===== src/rtl/spk_enc_pkg.sv =====
// Shared constants of the adaptive-threshold spiking encoder.
// Assumes the growth factor carries six fraction bits.
package spk_enc_pkg;
    localparam int ADAPT_FRAC = 6;
    localparam int ADAPT_ONE  = 1 << ADAPT_FRAC;
endpackage


===== src/rtl/spk_input_trace.sv =====
// Leaky integrator of weighted samples. It computes the post-step trace
// combinationally and stores it on a valid step.
// Assumes ACC_W >= DATA_W + WGT_W + 1 so the product fits before saturation.
module spk_input_trace #(
    parameter int DATA_W = 12,
    parameter int WGT_W  = 8,
    parameter int ACC_W  = 24,
    parameter int SH_W   = 5
) (
    input  logic                     clk,
    input  logic                     rst_n,
    input  logic                     step,
    input  logic signed [DATA_W-1:0] sample,
    input  logic [WGT_W-1:0]         weight,
    input  logic [SH_W-1:0]          shift,
    output logic signed [ACC_W-1:0]  trace_next
);
    localparam int PROD_W = DATA_W + WGT_W + 1;
    localparam int EXT_W  = ACC_W + 2;

    logic signed [ACC_W-1:0]  trace_q;
    logic signed [ACC_W-1:0]  trace_dec;
    logic signed [PROD_W-1:0] samp_x, wgt_x, prod;
    logic signed [EXT_W-1:0]  sum;

    // Weighted sample: the sign-extended sample times the zero-extended weight.
    always_comb begin
        samp_x = PROD_W'(sample);
        wgt_x  = $signed(PROD_W'({1'b0, weight}));
        prod   = samp_x * wgt_x;
    end

    // Leak by arithmetic shift, add the new sample, saturate to ACC_W.
    always_comb begin
        trace_dec = trace_q >>> shift;
        sum = $signed({{2{trace_q[ACC_W-1]}}, trace_q})
            - $signed({{2{trace_dec[ACC_W-1]}}, trace_dec})
            + $signed({{(EXT_W-PROD_W){prod[PROD_W-1]}}, prod});
        if (sum > $signed({3'b000, {(ACC_W-1){1'b1}}}))
            trace_next = $signed({1'b0, {(ACC_W-1){1'b1}}});
        else if (sum < $signed({3'b111, {(ACC_W-1){1'b0}}}))
            trace_next = $signed({1'b1, {(ACC_W-1){1'b0}}});
        else
            trace_next = sum[ACC_W-1:0];
    end

    // Trace register: cleared by reset, updated only on a valid step.
    always_ff @(posedge clk) begin
        if (!rst_n)    trace_q <= '0;
        else if (step) trace_q <= trace_next;
    end
endmodule


===== src/rtl/spk_kernel.sv =====
// Refractory feedback kernel. It decays by a right shift on every valid step
// and is charged with the effective threshold when that step fires.
// Assumes THR_W < ACC_W. The kernel is kept non-negative, ACC_W-1 bits.
module spk_kernel #(
    parameter int ACC_W = 24,
    parameter int THR_W = 16,
    parameter int SH_W  = 5
) (
    input  logic               clk,
    input  logic               rst_n,
    input  logic               step,
    input  logic               fire,
    input  logic [THR_W-1:0]   thr_eff,
    input  logic [SH_W-1:0]    shift,
    output logic [ACC_W-2:0]   kern_dec
);
    logic [ACC_W-2:0] kern_q;
    logic [ACC_W-1:0] charged;

    // Decayed kernel, plus the saturating charge used on a firing step.
    always_comb begin
        kern_dec = kern_q - (kern_q >> shift);
        charged  = {1'b0, kern_dec} + {{(ACC_W-THR_W){1'b0}}, thr_eff};
    end

    // Kernel register: decay each step, add the threshold on a spike.
    always_ff @(posedge clk) begin
        if (!rst_n)
            kern_q <= '0;
        else if (step) begin
            if (!fire)                kern_q <= kern_dec;
            else if (charged[ACC_W-1]) kern_q <= '1;
            else                      kern_q <= charged[ACC_W-2:0];
        end
    end

    // A step without a spike never lets the kernel grow.
    assert_kern_decays_R4: assert property (@(posedge clk) disable iff (!rst_n)
        $past(step && !fire) |-> kern_q <= $past(kern_q));
endmodule


===== src/rtl/spk_threshold.sv =====
// Adaptive firing threshold. A spike scales it by a Q2.6 factor, rounding
// toward zero and capping at the ceiling. A quiet valid step relaxes it
// toward rest by a shift. The effective value is clamped into [rest, max].
// Assumes rest <= max for a meaningful range.
module spk_threshold
    import spk_enc_pkg::*;
#(
    parameter int THR_W   = 16,
    parameter int ADAPT_W = 8,
    parameter int SH_W    = 5
) (
    input  logic               clk,
    input  logic               rst_n,
    input  logic               step,
    input  logic               fire,
    input  logic [THR_W-1:0]   rest,
    input  logic [THR_W-1:0]   ceil_v,
    input  logic [ADAPT_W-1:0] adapt,
    input  logic [SH_W-1:0]    shift,
    output logic [THR_W-1:0]   thr_eff
);
    localparam int PW = THR_W + ADAPT_W;

    logic [THR_W-1:0] thr_q, capped, grown, relaxed;
    logic [PW-1:0]    prod, scaled;

    // Effective threshold: cap at the ceiling first, then floor at rest.
    always_comb begin
        capped  = (thr_q > ceil_v) ? ceil_v : thr_q;
        thr_eff = (capped < rest) ? rest : capped;
    end

    // Candidate next values for a firing step and for a quiet step.
    always_comb begin
        prod    = PW'(thr_eff) * PW'(adapt);
        scaled  = prod >> ADAPT_FRAC;
        grown   = (scaled > PW'(ceil_v)) ? ceil_v : scaled[THR_W-1:0];
        relaxed = thr_eff - ((thr_eff - rest) >> shift);
    end

    // Threshold register: updated only on a valid step.
    always_ff @(posedge clk) begin
        if (!rst_n)    thr_q <= '0;
        else if (step) thr_q <= fire ? grown : relaxed;
    end

    // Without a step and with the limits held, the threshold is frozen.
    assert_thr_frozen_R2: assert property (@(posedge clk) disable iff (!rst_n)
        $past(!step) && $stable(rest) && $stable(ceil_v) |-> $stable(thr_eff));

    // A quiet step only ever lowers the threshold toward rest.
    assert_thr_relaxes_R6: assert property (@(posedge clk) disable iff (!rst_n)
        $past(step && !fire) && $stable(rest) && $stable(ceil_v)
        |-> thr_eff <= $past(thr_eff));
endmodule


===== src/rtl/spike_adapt_encoder.sv =====
// Adaptive-threshold spiking encoder top. It joins the input trace, the
// feedback kernel and the adaptive threshold, compares the error with the
// threshold and registers the spike strobe.
// Assumes THR_W < ACC_W and ACC_W >= DATA_W + WGT_W + 1.
module spike_adapt_encoder
    import spk_enc_pkg::*;
#(
    parameter int DATA_W  = 12,
    parameter int WGT_W   = 8,
    parameter int ACC_W   = 24,
    parameter int THR_W   = 16,
    parameter int ADAPT_W = 8,
    parameter int SH_W    = 5
) (
    input  logic                     clk,
    input  logic                     rst_n,
    input  logic                     in_valid,
    input  logic signed [DATA_W-1:0] in_sample,
    input  logic [WGT_W-1:0]         cfg_weight,
    input  logic [THR_W-1:0]         cfg_thr_rest,
    input  logic [THR_W-1:0]         cfg_thr_max,
    input  logic [ADAPT_W-1:0]       cfg_adapt,
    input  logic [SH_W-1:0]          cfg_kern_shift,
    input  logic [SH_W-1:0]          cfg_thr_shift,
    output logic                     spike,
    output logic [THR_W-1:0]         thr_out
);
    logic signed [ACC_W-1:0] trace_next;
    logic [ACC_W-2:0]        kern_dec;
    logic [THR_W-1:0]        thr_eff;
    logic signed [ACC_W:0]   err;
    logic                    fire;

    spk_input_trace #(.DATA_W(DATA_W), .WGT_W(WGT_W), .ACC_W(ACC_W), .SH_W(SH_W)) i_trace (
        .clk(clk), .rst_n(rst_n), .step(in_valid), .sample(in_sample),
        .weight(cfg_weight), .shift(cfg_kern_shift), .trace_next(trace_next));

    spk_kernel #(.ACC_W(ACC_W), .THR_W(THR_W), .SH_W(SH_W)) i_kernel (
        .clk(clk), .rst_n(rst_n), .step(in_valid), .fire(fire),
        .thr_eff(thr_eff), .shift(cfg_kern_shift), .kern_dec(kern_dec));

    spk_threshold #(.THR_W(THR_W), .ADAPT_W(ADAPT_W), .SH_W(SH_W)) i_thr (
        .clk(clk), .rst_n(rst_n), .step(in_valid), .fire(fire),
        .rest(cfg_thr_rest), .ceil_v(cfg_thr_max), .adapt(cfg_adapt),
        .shift(cfg_thr_shift), .thr_eff(thr_eff));

    // Error against the feedback, compared strictly with the threshold.
    always_comb begin
        err  = $signed({trace_next[ACC_W-1], trace_next}) - $signed({2'b00, kern_dec});
        fire = in_valid && (err > $signed({{(ACC_W+1-THR_W){1'b0}}, thr_eff}));
    end

    // Registered spike strobe.
    always_ff @(posedge clk) begin
        if (!rst_n) spike <= 1'b0;
        else        spike <= fire;
    end

    assign thr_out = thr_eff;

    // No step, no spike.
    assert_idle_quiet_R2: assert property (@(posedge clk) disable iff (!rst_n)
        !$past(in_valid) |-> !spike);

    // A non-positive trace can never fire.
    assert_nonpos_quiet_R3: assert property (@(posedge clk) disable iff (!rst_n)
        in_valid && (trace_next <= 0) |=> !spike);

    // With a growth factor of at least one, a spike never lowers the threshold.
    assert_spike_raises_R5: assert property (@(posedge clk) disable iff (!rst_n)
        spike && (cfg_adapt >= ADAPT_W'(ADAPT_ONE)) && $stable(cfg_adapt)
        && $stable(cfg_thr_rest) && $stable(cfg_thr_max)
        |-> thr_out >= $past(thr_out));
endmodule


===== config.mk =====
export PLATFORM = sky130hd
export DESIGN_NAME = spike_adapt_encoder
export DESIGN_NICKNAME = d
export VERILOG_FILES = /design/src/rtl/spk_enc_pkg.sv /design/src/rtl/spk_input_trace.sv /design/src/rtl/spk_kernel.sv /design/src/rtl/spk_threshold.sv /design/src/rtl/spike_adapt_encoder.sv
export SDC_FILE = /design/constraint.sdc
export NUM_CORES = 1
export LEC_CHECK = 0
export BUFFER_PORTS_ARGS = -buffer_cell sky130_fd_sc_hd__buf_2
export CAP_MARGIN = 20
export CORE_AREA = 2 2 189 191
export CTS_CLUSTER_DIAMETER = 100
export DETAILED_ROUTE_END_ITERATION = 6
export DIE_AREA = 0 0 191 193
export GPL_ROUTABILITY_DRIVEN = 0
export GPL_TIMING_DRIVEN = 1
export HOLD_SLACK_MARGIN = 0.05
export PLACE_DENSITY_LB_ADDON = 0.2
export SYNTH_ARGS = -nofsm -noshare
export SYNTH_HDL_FRONTEND = slang
export SYNTH_HIERARCHICAL = 1
export SYNTH_SLANG_ARGS = --single-unit

===== constraint.sdc =====
create_clock -name clk -period 18.6 [get_ports clk]
set_input_delay 0.93 -clock clk [delete_from_list [all_inputs] [get_ports clk]]
set_output_delay 0.93 -clock clk [all_outputs]
set_load 0.05 [all_outputs]

==> impl_metrics.prom, run 1 <==
# TYPE chip_impl_metric gauge
chip_impl_metric{name="numCtsBuffers",unit=""} 9
chip_impl_metric{name="post_cts_resize_count",unit=""} 0
chip_impl_info{name="outcome",value="finished clean"} 1
chip_impl_metric{name="ant_nets",unit=""} 0
chip_impl_metric{name="route.detailed.drc",unit=""} 0
chip_impl_metric{name="dr.first_iter.drc_count",unit=""} 1610
chip_impl_metric{name="synth-seq-cells",unit=""} 64
chip_impl_metric{name="timing.critical_path.required",unit="ns"} 18.81
chip_impl_metric{name="worst_slew_pin_slew",unit="ns"} 1.07
chip_impl_metric{name="syn_nets",unit=""} 3373
chip_impl_metric{name="cts_h_tree_depth",unit=""} 3
chip_impl_info{name="hp-start",value="i_thr/thr_q[1]$_SDFFE_PN0P_"} 1
chip_impl_info{name="worst_r2r_startpoint",value="i_thr/thr_q[10]$_SDFFE_PN0P_"} 1
chip_impl_metric{name="synth_edf_count",unit=""} 0
chip_impl_metric{name="post_synthesis_sequential_area_ratio",unit="%"} 5.72
chip_impl_metric{name="ctsLongestPathBuffers",unit=""} 2
chip_impl_metric{name="combined_global_route_utilization_of_all_metal_layers",unit="%"} 34.2
chip_impl_metric{name="vias",unit=""} 20665
chip_impl_metric{name="clock_insertion_delay_worst_skew",unit="ns"} 0.35
chip_impl_metric{name="core.rowCount",unit=""} 69
chip_impl_metric{name="cap_viol_max_count",unit=""} 0
chip_impl_metric{name="grt_max_degree",unit=""} 72
chip_impl_metric{name="fp.dieW",unit="um"} 191
chip_impl_metric{name="die_area",unit="mm^2"} 0.0369
chip_impl_metric{name="period_share",unit="%"} 71.9
chip_impl_metric{name="initial_utilization",unit="%"} 64.1
chip_impl_metric{name="grt_first_pass_wirelength",unit="um"} 101000
chip_impl_info{name="worst_setup_path_end_kind",value="flip-flop"} 1
chip_impl_info{name="critical_path_source",value="cfg_kern_shift[0]"} 1
chip_impl_metric{name="finalCriticalPeriod",unit="ns"} 13.38
chip_impl_metric{name="dieHeight",unit="um"} 193
chip_impl_metric{name="synthesis.area",unit="mm^2"} 0.0224
chip_impl_info{name="hold_path.class",value="flip-flop to flip-flop"} 1
chip_impl_metric{name="synthesis.instances",unit=""} 2812
chip_impl_metric{name="critPathMaxStageDelay",unit="ns"} 0.58
chip_impl_metric{name="route.final.wire_length",unit="um"} 62400
chip_impl_metric{name="cts_setup_buffers",unit=""} 0
chip_impl_info{name="crit_path_frequent_cell",value="sky130_fd_sc_hd__fa_1"} 1
chip_impl_metric{name="top_level_ports",unit=""} 90
chip_impl_info{name="slowest_stage",value="sky130_fd_sc_hd__clkinv_1"} 1
chip_impl_metric{name="clock_skew",unit="ns"} 0.0111
chip_impl_metric{name="place.detailed.hpwl",unit="um"} 51400
chip_impl_metric{name="grt_pass1_vias",unit=""} 20085
chip_impl_metric{name="report.final.slew_viol_count",unit=""} 0
chip_impl_metric{name="floorplan.core_area",unit="mm^2"} 0.0350
chip_impl_metric{name="antenna_found_initial",unit=""} 0
chip_impl_metric{name="synth_area_per_cell",unit="um^2"} 7.97
chip_impl_metric{name="dr.pass1.iters",unit=""} 6
chip_impl_metric{name="numClockSinks",unit=""} 64
chip_impl_metric{name="path_max_fanout",unit=""} 50
chip_impl_info{name="clk_root_buffer_cell",value="sky130_fd_sc_hd__clkbuf_16"} 1
chip_impl_metric{name="synth.distinct_cells",unit=""} 106
chip_impl_info{name="ys_dominant_reg_cell",value="sky130_fd_sc_hd__dfxtp_1"} 1
chip_impl_info{name="path_class",value="input port to flip-flop"} 1
chip_impl_metric{name="synthArstFlopShare",unit="%"} 0
chip_impl_info{name="cts_tree",value="built"} 1
chip_impl_metric{name="timing.setup.tns",unit="ns"} 0
chip_impl_metric{name="post_route_cells_drive_above_1_share",unit="%"} 8.20
chip_impl_metric{name="timing.final.hold_violations",unit=""} 0
chip_impl_info{name="critPathLaunchType",value="input port"} 1
chip_impl_metric{name="area_growth",unit="%"} 4.63
chip_impl_metric{name="worst_slew_margin_rel",unit="%"} 28.6
chip_impl_metric{name="design.final.nets",unit=""} 3384
chip_impl_metric{name="cts.hold.buffers_added",unit=""} 0
chip_impl_metric{name="placement.io_buffers",unit=""} 89
chip_impl_metric{name="wl_per_cell",unit="um"} 19.0
chip_impl_metric{name="globalRoute.totalOverflow",unit=""} 0
chip_impl_metric{name="total_inserted_antenna_cells",unit=""} 0
chip_impl_metric{name="number_of_setup_violations_in_the_final_report",unit=""} 0
chip_impl_metric{name="max_clock_freq",unit="MHz"} 74.7
chip_impl_metric{name="viasPerCell",unit=""} 6.28
chip_impl_metric{name="ys.warnings.count",unit=""} 6
chip_impl_metric{name="clock_pin_slew_on_the_worst_setup_and_hold_paths",unit="ns"} 0.06
chip_impl_metric{name="worstPathArrival",unit="ns"} 13.59
chip_impl_info{name="grt_setup_unrepaired",value="no"} 1
[final timing paths]
kind / cells after the start / slack [ns] / to
worst max-delay path: 45 / 5.22 / i_kernel/kern_q[2]$_SDFFE_PN0P_
worst max register to register: 44 / 5.85 / i_thr/thr_q[6]$_SDFFE_PN0P_
worst min register to register: 1 / 0.50 / i_thr/thr_q[1]$_SDFFE_PN0P_
worst min-delay path: 1 / 0.50 / i_thr/thr_q[1]$_SDFFE_PN0P_
[metal layers]
metal | vias up | routed length [um] | track usage [%] | share of wire [%]
met4 | 0 | 1780 | 10.7 | 2.8
met5 | - | 0 | 0 | 0
met1 | 10024 | 27000 | 47.5 | 43
met2 | 851 | 29000 | 56.2 | 47
li1 | 9659 | - | - | -
met3 | 131 | 4560 | 3.42 | 7.3
[sequential cells by signal, summed over array words and instances (netlist names)]
signal	cells
spike	1
i_trace/trace_q	24
i_thr/thr_q	16
i_kernel/kern_q	23
[logic make-up (layout without fill, tap and decap cells)]
kind of cell             count (synthesis)  count (layout)  synth area share (%)
adder cells (fa/ha/maj)                488             488                  34.9
flip-flops                              64              64                  5.72
XOR/XNOR                               113             113                  4.52
AND/OR/NAND/NOR                        766             766                  17.4
multiplexers                           118             118                  6.64
buffers and inverters                  517             533                  9.11
AO/OA/AOI/OAI                          746             746                  21.7
[cell usage after synthesis (all sizes together) (6+ instances only)]
master / n / share of area [%]
mux2i: 70 / 3.1
ha: 258 / 14
or3: 11 / 0.31
xor2: 46 / 1.8
mux4: 22 / 2.2
o21a: 32 / 1.1
o211ai: 16 / 0.60
nand4: 24 / 0.67
o21ai: 183 / 4.1
o221ai: 15 / 0.59
a221oi: 9 / 0.35
a211oi: 49 / 1.8
mux2: 26 / 1.3
nor3: 31 / 0.81
nor2b: 31 / 0.90
o2111ai: 6 / 0.23
o31ai: 13 / 0.56
nand3: 43 / 1.0
nand2: 225 / 3.8
a21o: 61 / 2.0
a21boi: 7 / 0.25
a211o: 15 / 0.63
xnor2: 67 / 2.7
a2111oi: 7 / 0.30
nand2b: 49 / 1.4
buf: 36 / 1.0
dfxtp: 64 / 5.7
inv: 400 / 6.7
and3: 16 / 0.49
nor2: 156 / 2.7
a21oi: 234 / 5.3
clkbuf: 77 / 1.3
nor4: 10 / 0.33
fa: 230 / 21
and2: 151 / 4.2
o21bai: 19 / 0.69
a31oi: 27 / 0.85
[worst max-delay path: cells and delay by family]
kind | cells | cell delay [ns]
compound gates | 14 | 3.67
xor+xnor | 2 | 0.31
fa+ha+maj | 8 | 3.58
buf+inv | 8 | 1.93
mux | 2 | 0.60
simple gates | 11 | 2.49
[layout make-up]
cell class / instances / area, um^2
inverters: 404 / 1520
clock buffers: 9 / 225
repair buffers: 113 / 641
fillers: 2962 / 11500
well taps: 461 / 577
clock inverters: 7 / 103
multi-input cells: 2231 / 19100
flip-flops and latches: 64 / 1280
[stage by stage]
step	cell area, um^2	worst slack (ns)	hold WS [ns]	util (%)	instances
detailed placement	23100	4.95	0.482	66.0	3270
CTS	23400	5.27	0.495	67.0	3286
finish	23500	5.22	0.503	67.1	3289
global placement	23100	5.14	0.480	66.0	3270
global route	23500	4.44	0.517	67.1	3289
floorplan	22400	6.47	0.449	-	2812
[layout by cell type, fill, tap and decap left out, types with 8 or more instances in the layout]
cell                        instances
sky130_fd_sc_hd__xnor2_1           64
sky130_fd_sc_hd__and3_1            14
sky130_fd_sc_hd__o21a_1            30
sky130_fd_sc_hd__fa_1             230
sky130_fd_sc_hd__o21ai_0          165
sky130_fd_sc_hd__nand2b_1          49
sky130_fd_sc_hd__a211o_1           14
sky130_fd_sc_hd__nand4_1           24
sky130_fd_sc_hd__o211ai_1          13
sky130_fd_sc_hd__o21ai_1           17
sky130_fd_sc_hd__nor2b_1           30
sky130_fd_sc_hd__nor3_1            27
sky130_fd_sc_hd__mux2i_1           70
sky130_fd_sc_hd__a211oi_1          44
sky130_fd_sc_hd__buf_4             21
sky130_fd_sc_hd__o221ai_1          15
sky130_fd_sc_hd__a21o_1            61
sky130_fd_sc_hd__nand3_1           41
sky130_fd_sc_hd__or3_1             11
sky130_fd_sc_hd__o31ai_1           11
sky130_fd_sc_hd__and2_1           149
sky130_fd_sc_hd__a31oi_1           25
sky130_fd_sc_hd__a21oi_1          228
sky130_fd_sc_hd__inv_1            398
sky130_fd_sc_hd__xor2_1            45
sky130_fd_sc_hd__nor2_1           155
sky130_fd_sc_hd__mux4_2            22
sky130_fd_sc_hd__buf_2             89
sky130_fd_sc_hd__nand2_1          224
sky130_fd_sc_hd__a221oi_1           9
sky130_fd_sc_hd__dfxtp_1           64
sky130_fd_sc_hd__clkbuf_16          9
sky130_fd_sc_hd__mux2_2            26
sky130_fd_sc_hd__o21bai_1          18
sky130_fd_sc_hd__nor4_1             8
sky130_fd_sc_hd__ha_1             258
Power of run 1 is left out: the tool's default activity adds up to more than one toggle a clock period on the data nets, which glitch-free logic cannot reach.
==> run 2: changes to the inputs <==
- CORE_AREA: 2 2 189 191 -> 2 2 197 199
- DIE_AREA: 0 0 191 193 -> 0 0 199 201
- clock period: 18.6 -> 12.2 ns (I/O delays scaled with it)
==> impl_metrics.prom, run 2 (synthesis results as in run 1) <==
# TYPE chip_impl_metric gauge
chip_impl_info{name="top_register",value="i_trace/trace_q"} 1
chip_impl_metric{name="globalRoute.totalOverflow",unit=""} 0
chip_impl_metric{name="vias",unit=""} 20593
chip_impl_metric{name="timing.reg2reg.worst_path_depth",unit=""} 42
chip_impl_info{name="worst_setup_path_end_kind",value="flip-flop"} 1
chip_impl_metric{name="area_growth",unit="%"} 5.44
chip_impl_metric{name="route.detailed.drc",unit=""} 0
chip_impl_metric{name="ctsLongestPathBuffers",unit=""} 2
chip_impl_metric{name="grt_pass1_vias",unit=""} 20389
chip_impl_metric{name="critPathMaxStageDelay",unit="ns"} 0.57
chip_impl_metric{name="cts_h_tree_depth",unit=""} 3
chip_impl_metric{name="total_inserted_antenna_cells",unit=""} 0
chip_impl_info{name="critPathLaunchType",value="input port"} 1
chip_impl_metric{name="worst_slew_margin_rel",unit="%"} 36.3
chip_impl_metric{name="post_route_cells_drive_above_1_share",unit="%"} 8.86
chip_impl_metric{name="numClockSinks",unit=""} 64
chip_impl_metric{name="report.final.slew_viol_count",unit=""} 0
chip_impl_metric{name="clock_insertion_delay_worst_skew",unit="ns"} 0.35
chip_impl_info{name="outcome",value="finished clean"} 1
chip_impl_metric{name="placement.io_buffers",unit=""} 89
chip_impl_info{name="slowest_stage",value="sky130_fd_sc_hd__fa_1"} 1
chip_impl_metric{name="floorplan.core_area",unit="mm^2"} 0.0381
chip_impl_info{name="capture_instance_of_the_worst_register_to_register_path",value="i_thr/thr_q[9]$_SDFFE_PN0P_"} 1
chip_impl_metric{name="worst_slew_pin_slew",unit="ns"} 0.956
chip_impl_metric{name="worstPathArrival",unit="ns"} 11.82
chip_impl_metric{name="dr.pass1.iters",unit=""} 6
chip_impl_metric{name="timing.setup.tns",unit="ns"} 0
chip_impl_metric{name="numCtsBuffers",unit=""} 9
chip_impl_metric{name="clock_pin_slew_on_the_worst_setup_and_hold_paths",unit="ns"} 0.06
chip_impl_info{name="most-common-layout-cells",value="398 x sky130_fd_sc_hd__inv_1, 258 x sky130_fd_sc_hd__ha_1, 230 x sky130_fd_sc_hd__fa_1"} 1
chip_impl_metric{name="design.final.nets",unit=""} 3399
chip_impl_metric{name="cts.hold.buffers_added",unit=""} 0
chip_impl_info{name="path_class",value="input port to flip-flop"} 1
chip_impl_metric{name="max_clock_freq",unit="MHz"} 86.3
chip_impl_metric{name="finalCriticalPeriod",unit="ns"} 11.59
chip_impl_metric{name="path_max_fanout",unit=""} 37
chip_impl_info{name="worstHoldEndpoint",value="i_kernel/kern_q[0]$_SDFFE_PN0P_"} 1
chip_impl_metric{name="initial_utilization",unit="%"} 58.8
chip_impl_metric{name="combined_global_route_utilization_of_all_metal_layers",unit="%"} 32.4
chip_impl_metric{name="dr.first_iter.drc_count",unit=""} 1587
chip_impl_info{name="commonest_non_fill_non_tap_cell_in_the_layout",value="sky130_fd_sc_hd__inv_1"} 1
chip_impl_metric{name="antenna_found_initial",unit=""} 0
chip_impl_metric{name="viasPerCell",unit=""} 6.13
chip_impl_info{name="hp-start",value="i_kernel/kern_q[0]$_SDFFE_PN0P_"} 1
chip_impl_info{name="largest_registers",value="i_trace/trace_q (24), i_kernel/kern_q (23), i_thr/thr_q (16)"} 1
chip_impl_metric{name="cts_setup_buffers",unit=""} 0
chip_impl_metric{name="post_cts_resize_count",unit=""} 0
chip_impl_metric{name="r2r_slack",unit="ns"} 0.79
chip_impl_metric{name="period_share",unit="%"} 95.0
chip_impl_metric{name="timing.final.hold_violations",unit=""} 0
chip_impl_metric{name="dieHeight",unit="um"} 201
chip_impl_metric{name="clock_skew",unit="ns"} 0.0109
chip_impl_metric{name="cap_viol_max_count",unit=""} 0
chip_impl_info{name="clk_root_buffer_cell",value="sky130_fd_sc_hd__clkbuf_16"} 1
chip_impl_metric{name="grt_first_pass_wirelength",unit="um"} 104000
chip_impl_metric{name="final_design_area_no_fill",unit="mm^2"} 0.0236
chip_impl_metric{name="wl_per_cell",unit="um"} 18.9
chip_impl_metric{name="grt_max_degree",unit=""} 78
chip_impl_metric{name="post_place_cell_area",unit="mm^2"} 0.0233
chip_impl_metric{name="fp.dieW",unit="um"} 199
chip_impl_metric{name="route.final.wire_length",unit="um"} 63700
chip_impl_metric{name="finish.cell_count_without_fillers",unit=""} 3361
chip_impl_info{name="cts_tree",value="built"} 1
chip_impl_metric{name="core.rowCount",unit=""} 72
chip_impl_metric{name="number_of_cells_in_the_design_after_placement",unit=""} 3345
chip_impl_metric{name="depth_of_the_worst_hold_timing_path",unit=""} 2
chip_impl_metric{name="die_area",unit="mm^2"} 0.0400
chip_impl_metric{name="place.detailed.hpwl",unit="um"} 52700
chip_impl_info{name="hold_path.class",value="flip-flop to flip-flop"} 1
chip_impl_metric{name="largest_register_ff_count",unit=""} 24
chip_impl_metric{name="top_level_ports",unit=""} 90
chip_impl_metric{name="ant_nets",unit=""} 0
chip_impl_info{name="worst_r2r_startpoint",value="i_thr/thr_q[10]$_SDFFE_PN0P_"} 1
chip_impl_metric{name="number_of_setup_violations_in_the_final_report",unit=""} 0
chip_impl_metric{name="timing.critical_path.required",unit="ns"} 12.44
run 2: layer usage:
metal	share of wire, %	GRT usage [%]	vias to the layer above	wire (um)
met4	2.3	8.10	0	1460
met3	7.0	2.79	112	4450
met1	44	46.5	9938	28300
li1	-	-	9713	-
met2	46	52.5	830	29400
met5	0	0	-	0
run 2: area by class of cell:
class | instances | area [um^2]
clock buffers | 11 | 233
repair buffers | 128 | 741
fillers | 3389 | 14500
clock inverters | 5 | 81.3
flip-flops and latches | 64 | 1280
multi-input cells | 2231 | 19100
well taps | 518 | 648
inverters | 404 | 1520
run 2: per-stage QoR:
step / hold WS, ns / utilization (%) / worst slack (ns)
after floorplan: 0.449 / - / 0.390
after global placement: 0.504 / 61.1 / 0.483
after detailed placement: 0.515 / 61.1 / 0.120
after CTS: 0.526 / 61.9 / 0.441
after global routing: 0.540 / 62.0 / -0.0266
final: 0.520 / 62.0 / 0.613
run 2: worst max-delay path by stage:
stage,start,to,slack (ns),cells after the start
floorplan,cfg_thr_max[10],i_thr/thr_q[8]$_SDFFE_PN0P_,0.39,45
global placement,cfg_thr_max[5],i_thr/thr_q[10]$_SDFFE_PN0P_,0.48,44
detailed placement,cfg_thr_max[10],i_thr/thr_q[8]$_SDFFE_PN0P_,0.12,44
CTS,cfg_thr_max[10],i_thr/thr_q[8]$_SDFFE_PN0P_,0.44,44
global route,cfg_thr_max[5],i_thr/thr_q[8]$_SDFFE_PN0P_,-0.03,47
finish,cfg_kern_shift[0],i_thr/thr_q[9]$_SDFFE_PN0P_,0.61,44
run 2: worst max-delay path, delay by kind of cell:
kind	cells	cell delay [ns]
adder cells (fa/ha/maj)	8	3.39
buffers and inverters	5	1.01
multiplexers	2	0.74
AND/OR/NAND/NOR	11	1.82
AO/OA/AOI/OAI	17	4.02
XOR/XNOR	1	0.16
Power of run 2 is left out for the same reason.
==> run 3: changes to the inputs <==
- ABC_AREA: unset -> 1
- CORE_AREA: 2 2 197 199 -> 2 2 196 198
- DIE_AREA: 0 0 199 201 -> 0 0 198 200
- SYNTH_HIERARCHICAL: 1 -> unset
==> impl_metrics.prom, run 3 <==
# TYPE chip_impl_metric gauge
chip_impl_metric{name="post_synthesis_sequential_area_ratio",unit="%"} 5.86
chip_impl_info{name="post_synth_main_area_contributors",value="sky130_fd_sc_hd__fa_1 21%, sky130_fd_sc_hd__ha_1 15%, sky130_fd_sc_hd__nand2_1 13%, sky130_fd_sc_hd__inv_1 11%, sky130_fd_sc_hd__o21ai_0 6.0%"} 1
chip_impl_info{name="most-common-layout-cells",value="748 x sky130_fd_sc_hd__nand2_1, 652 x sky130_fd_sc_hd__inv_1, 260 x sky130_fd_sc_hd__o21ai_0"} 1
chip_impl_metric{name="grt_max_degree",unit=""} 59
chip_impl_metric{name="initial_utilization",unit="%"} 58.4
chip_impl_metric{name="cap_viol_max_count",unit=""} 0
chip_impl_info{name="largest_registers",value="i_trace.trace_q (24), i_kernel.kern_q (23), i_thr.thr_q (16)"} 1
chip_impl_metric{name="antenna_found_initial",unit=""} 1
chip_impl_info{name="ys_dominant_reg_cell",value="sky130_fd_sc_hd__dfxtp_1"} 1
chip_impl_metric{name="total_inserted_antenna_cells",unit=""} 0
chip_impl_metric{name="combined_global_route_utilization_of_all_metal_layers",unit="%"} 34.5
chip_impl_metric{name="ant_nets",unit=""} 0
chip_impl_info{name="grt_setup_unrepaired",value="no"} 1
chip_impl_metric{name="viasPerCell",unit=""} 5.72
chip_impl_metric{name="dieHeight",unit="um"} 200
chip_impl_metric{name="grt_first_pass_wirelength",unit="um"} 107000
chip_impl_info{name="clk_root_buffer_cell",value="sky130_fd_sc_hd__clkbuf_16"} 1
chip_impl_metric{name="fp.dieW",unit="um"} 198
chip_impl_metric{name="syn_nets",unit=""} 3816
chip_impl_metric{name="fillerInstances",unit=""} 3539
chip_impl_metric{name="largest_register_ff_count",unit=""} 24
chip_impl_metric{name="post_place_cell_area",unit="mm^2"} 0.0226
chip_impl_metric{name="design.final.nets",unit=""} 3836
chip_impl_info{name="hold_path.class",value="flip-flop to flip-flop"} 1
chip_impl_metric{name="synthesis.instances",unit=""} 3258
chip_impl_metric{name="floorplan.core_area",unit="mm^2"} 0.0374
chip_impl_metric{name="r2r_slack",unit="ns"} 1.15
chip_impl_metric{name="synth.distinct_cells",unit=""} 66
chip_impl_info{name="yosys-top-cells-count",value="748 x sky130_fd_sc_hd__nand2_1, 653 x sky130_fd_sc_hd__inv_1, 260 x sky130_fd_sc_hd__o21ai_0, 255 x sky130_fd_sc_hd__ha_1, 230 x sky130_fd_sc_hd__fa_1"} 1
chip_impl_metric{name="depth_of_the_worst_hold_timing_path",unit=""} 2
chip_impl_metric{name="critPathMaxStageDelay",unit="ns"} 0.57
chip_impl_metric{name="post_route_cells_drive_above_1_share",unit="%"} 7.13
chip_impl_metric{name="numCtsBuffers",unit=""} 9
chip_impl_metric{name="area_growth",unit="%"} 5.15
chip_impl_metric{name="post_cts_resize_count",unit=""} 0
chip_impl_metric{name="synth_edf_count",unit=""} 0
chip_impl_metric{name="vias",unit=""} 21713
chip_impl_info{name="cts_tree",value="built"} 1
chip_impl_info{name="worst_setup_path_end_kind",value="flip-flop"} 1
chip_impl_metric{name="grt_pass1_vias",unit=""} 20805
chip_impl_metric{name="placement.io_buffers",unit=""} 89
chip_impl_info{name="capture_instance_of_the_worst_register_to_register_path",value="i_kernel.kern_q[1]$_SDFFE_PN0P_"} 1
chip_impl_info{name="worst_r2r_startpoint",value="i_trace.trace_q[23]$_SDFFE_PN0P_"} 1
chip_impl_metric{name="synthesis.area",unit="mm^2"} 0.0219
chip_impl_metric{name="dr.first_iter.drc_count",unit=""} 2113
chip_impl_metric{name="ctsLongestPathBuffers",unit=""} 2
chip_impl_metric{name="synth-seq-cells",unit=""} 64
chip_impl_metric{name="worst_slew_margin_rel",unit="%"} 38.6
chip_impl_metric{name="cts_h_tree_depth",unit=""} 3
chip_impl_metric{name="route.detailed.drc",unit=""} 0
chip_impl_metric{name="ys.warnings.count",unit=""} 0
chip_impl_info{name="slowest_stage",value="sky130_fd_sc_hd__fa_1"} 1
chip_impl_metric{name="worstPathArrival",unit="ns"} 11.45
chip_impl_metric{name="worst_slew_pin_slew",unit="ns"} 0.898
chip_impl_metric{name="wl_per_cell",unit="um"} 17.7
chip_impl_info{name="critPathLaunchType",value="input port"} 1
chip_impl_info{name="path_class",value="input port to flip-flop"} 1
chip_impl_metric{name="report.final.slew_viol_count",unit=""} 0
chip_impl_metric{name="clock_pin_slew_on_the_worst_setup_and_hold_paths",unit="ns"} 0.06
chip_impl_info{name="synth_most_common_cell",value="sky130_fd_sc_hd__nand2_1"} 1
chip_impl_metric{name="synth_area_per_cell",unit="um^2"} 6.71
chip_impl_metric{name="max_clock_freq",unit="MHz"} 89.2
chip_impl_metric{name="top_level_ports",unit=""} 90
chip_impl_metric{name="timing.reg2reg.worst_path_depth",unit=""} 63
chip_impl_metric{name="final_design_area_no_fill",unit="mm^2"} 0.0230
chip_impl_info{name="commonest_non_fill_non_tap_cell_in_the_layout",value="sky130_fd_sc_hd__nand2_1"} 1
chip_impl_metric{name="finalCriticalPeriod",unit="ns"} 11.21
chip_impl_metric{name="timing.critical_path.required",unit="ns"} 12.43
chip_impl_info{name="top_register",value="i_trace.trace_q"} 1
chip_impl_metric{name="clock_skew",unit="ns"} 0.0114
chip_impl_info{name="worstHoldEndpoint",value="i_kernel.kern_q[2]$_SDFFE_PN0P_"} 1
chip_impl_metric{name="numClockSinks",unit=""} 64
chip_impl_metric{name="yosys_top_cell_area_share",unit="%"} 21.1
chip_impl_metric{name="die_area",unit="mm^2"} 0.0396
chip_impl_metric{name="synthArstFlopShare",unit="%"} 0
chip_impl_metric{name="cts_setup_buffers",unit=""} 0
chip_impl_metric{name="place.detailed.hpwl",unit="um"} 56200
chip_impl_metric{name="route.final.wire_length",unit="um"} 67200
chip_impl_metric{name="period_share",unit="%"} 91.9
chip_impl_info{name="crit_path_frequent_cell",value="sky130_fd_sc_hd__nand2_1"} 1
chip_impl_info{name="synth_largest_area_cell",value="sky130_fd_sc_hd__fa_1"} 1
chip_impl_info{name="hp-start",value="i_kernel.kern_q[2]$_SDFFE_PN0P_"} 1
chip_impl_metric{name="cts.hold.buffers_added",unit=""} 0
chip_impl_metric{name="timing.setup.tns",unit="ns"} 0
chip_impl_metric{name="path_max_fanout",unit=""} 36
chip_impl_metric{name="dr.pass1.iters",unit=""} 6
chip_impl_metric{name="number_of_setup_violations_in_the_final_report",unit=""} 0
chip_impl_metric{name="clock_insertion_delay_worst_skew",unit="ns"} 0.35
chip_impl_metric{name="post-route-util",unit="%"} 61.5
chip_impl_metric{name="core.rowCount",unit=""} 71
chip_impl_info{name="outcome",value="finished clean"} 1
chip_impl_metric{name="timing.final.hold_violations",unit=""} 0
chip_impl_metric{name="globalRoute.totalOverflow",unit=""} 0
## run 3: critical path: cells and delay by family
| family | cells | cell delay, ns |
|---|---|---|
| adder cells (fa/ha/maj) | 8 | 3.33 |
| multiplexers | 1 | 0.17 |
| buffers and inverters | 11 | 1.76 |
| XOR/XNOR | 1 | 0.15 |
| AO/OA/AOI/OAI | 7 | 1.83 |
| AND/OR/NAND/NOR | 36 | 3.56 |
## run 3: worst max path at each step
stage	startpoint	end	slack, ns	depth (start not counted)
after floorplan	cfg_thr_max[5]	i_thr.thr_q[7]$_SDFFE_PN0P_	2.46	53
after CTS	cfg_kern_shift[1]	i_kernel.kern_q[1]$_SDFFE_PN0P_	1.18	64
final	cfg_kern_shift[1]	i_kernel.kern_q[1]$_SDFFE_PN0P_	0.99	64
after global routing	cfg_kern_shift[1]	i_kernel.kern_q[0]$_SDFFE_PN0P_	0.15	64
after global placement	cfg_kern_shift[1]	i_kernel.kern_q[1]$_SDFFE_PN0P_	1.02	64
after detailed placement	cfg_kern_shift[1]	i_kernel.kern_q[1]$_SDFFE_PN0P_	0.87	64
## run 3: layer usage
metal,GRT usage [%],share of wire (%)
met1,47.1,42
met2,56.0,45
met3,4.74,9.5
met4,12.6,3.9
met5,0,0
## run 3: cell families after synthesis
family / count (synthesis) / synth area share, %
muxes: 23 / 1.05
buffers and inverters: 768 / 13.8
xor gates and xnor gates: 109 / 4.37
and+or+nand+nor: 1177 / 22.9
adders and majority gates: 485 / 35.7
DFF: 64 / 5.86
AOI/OAI and AO/OA: 632 / 16.4
## run 3: layout make-up
type	instances	area, um^2	area share [%]
multi-input cells	2426	17600	76.4
inverters	660	2480	10.8
flip-flops and latches	64	1280	5.57
repair buffers	117	676	2.94
well taps	511	639	2.78
clock buffers	11	253	1.10
clock inverters	5	86.3	0.376
## run 3: per-stage QoR
stage	hold WS (ns)	setup WS [ns]	cells
5_1_grt	0.531	0.153	3794
2_1_floorplan	0.462	2.46	3258
6_report	0.509	0.987	3794
3_5_place_dp	0.498	0.870	3778
4_1_cts	0.507	1.18	3794
3_3_place_gp	0.498	1.02	3777
Power of run 3 is left out for the same reason.
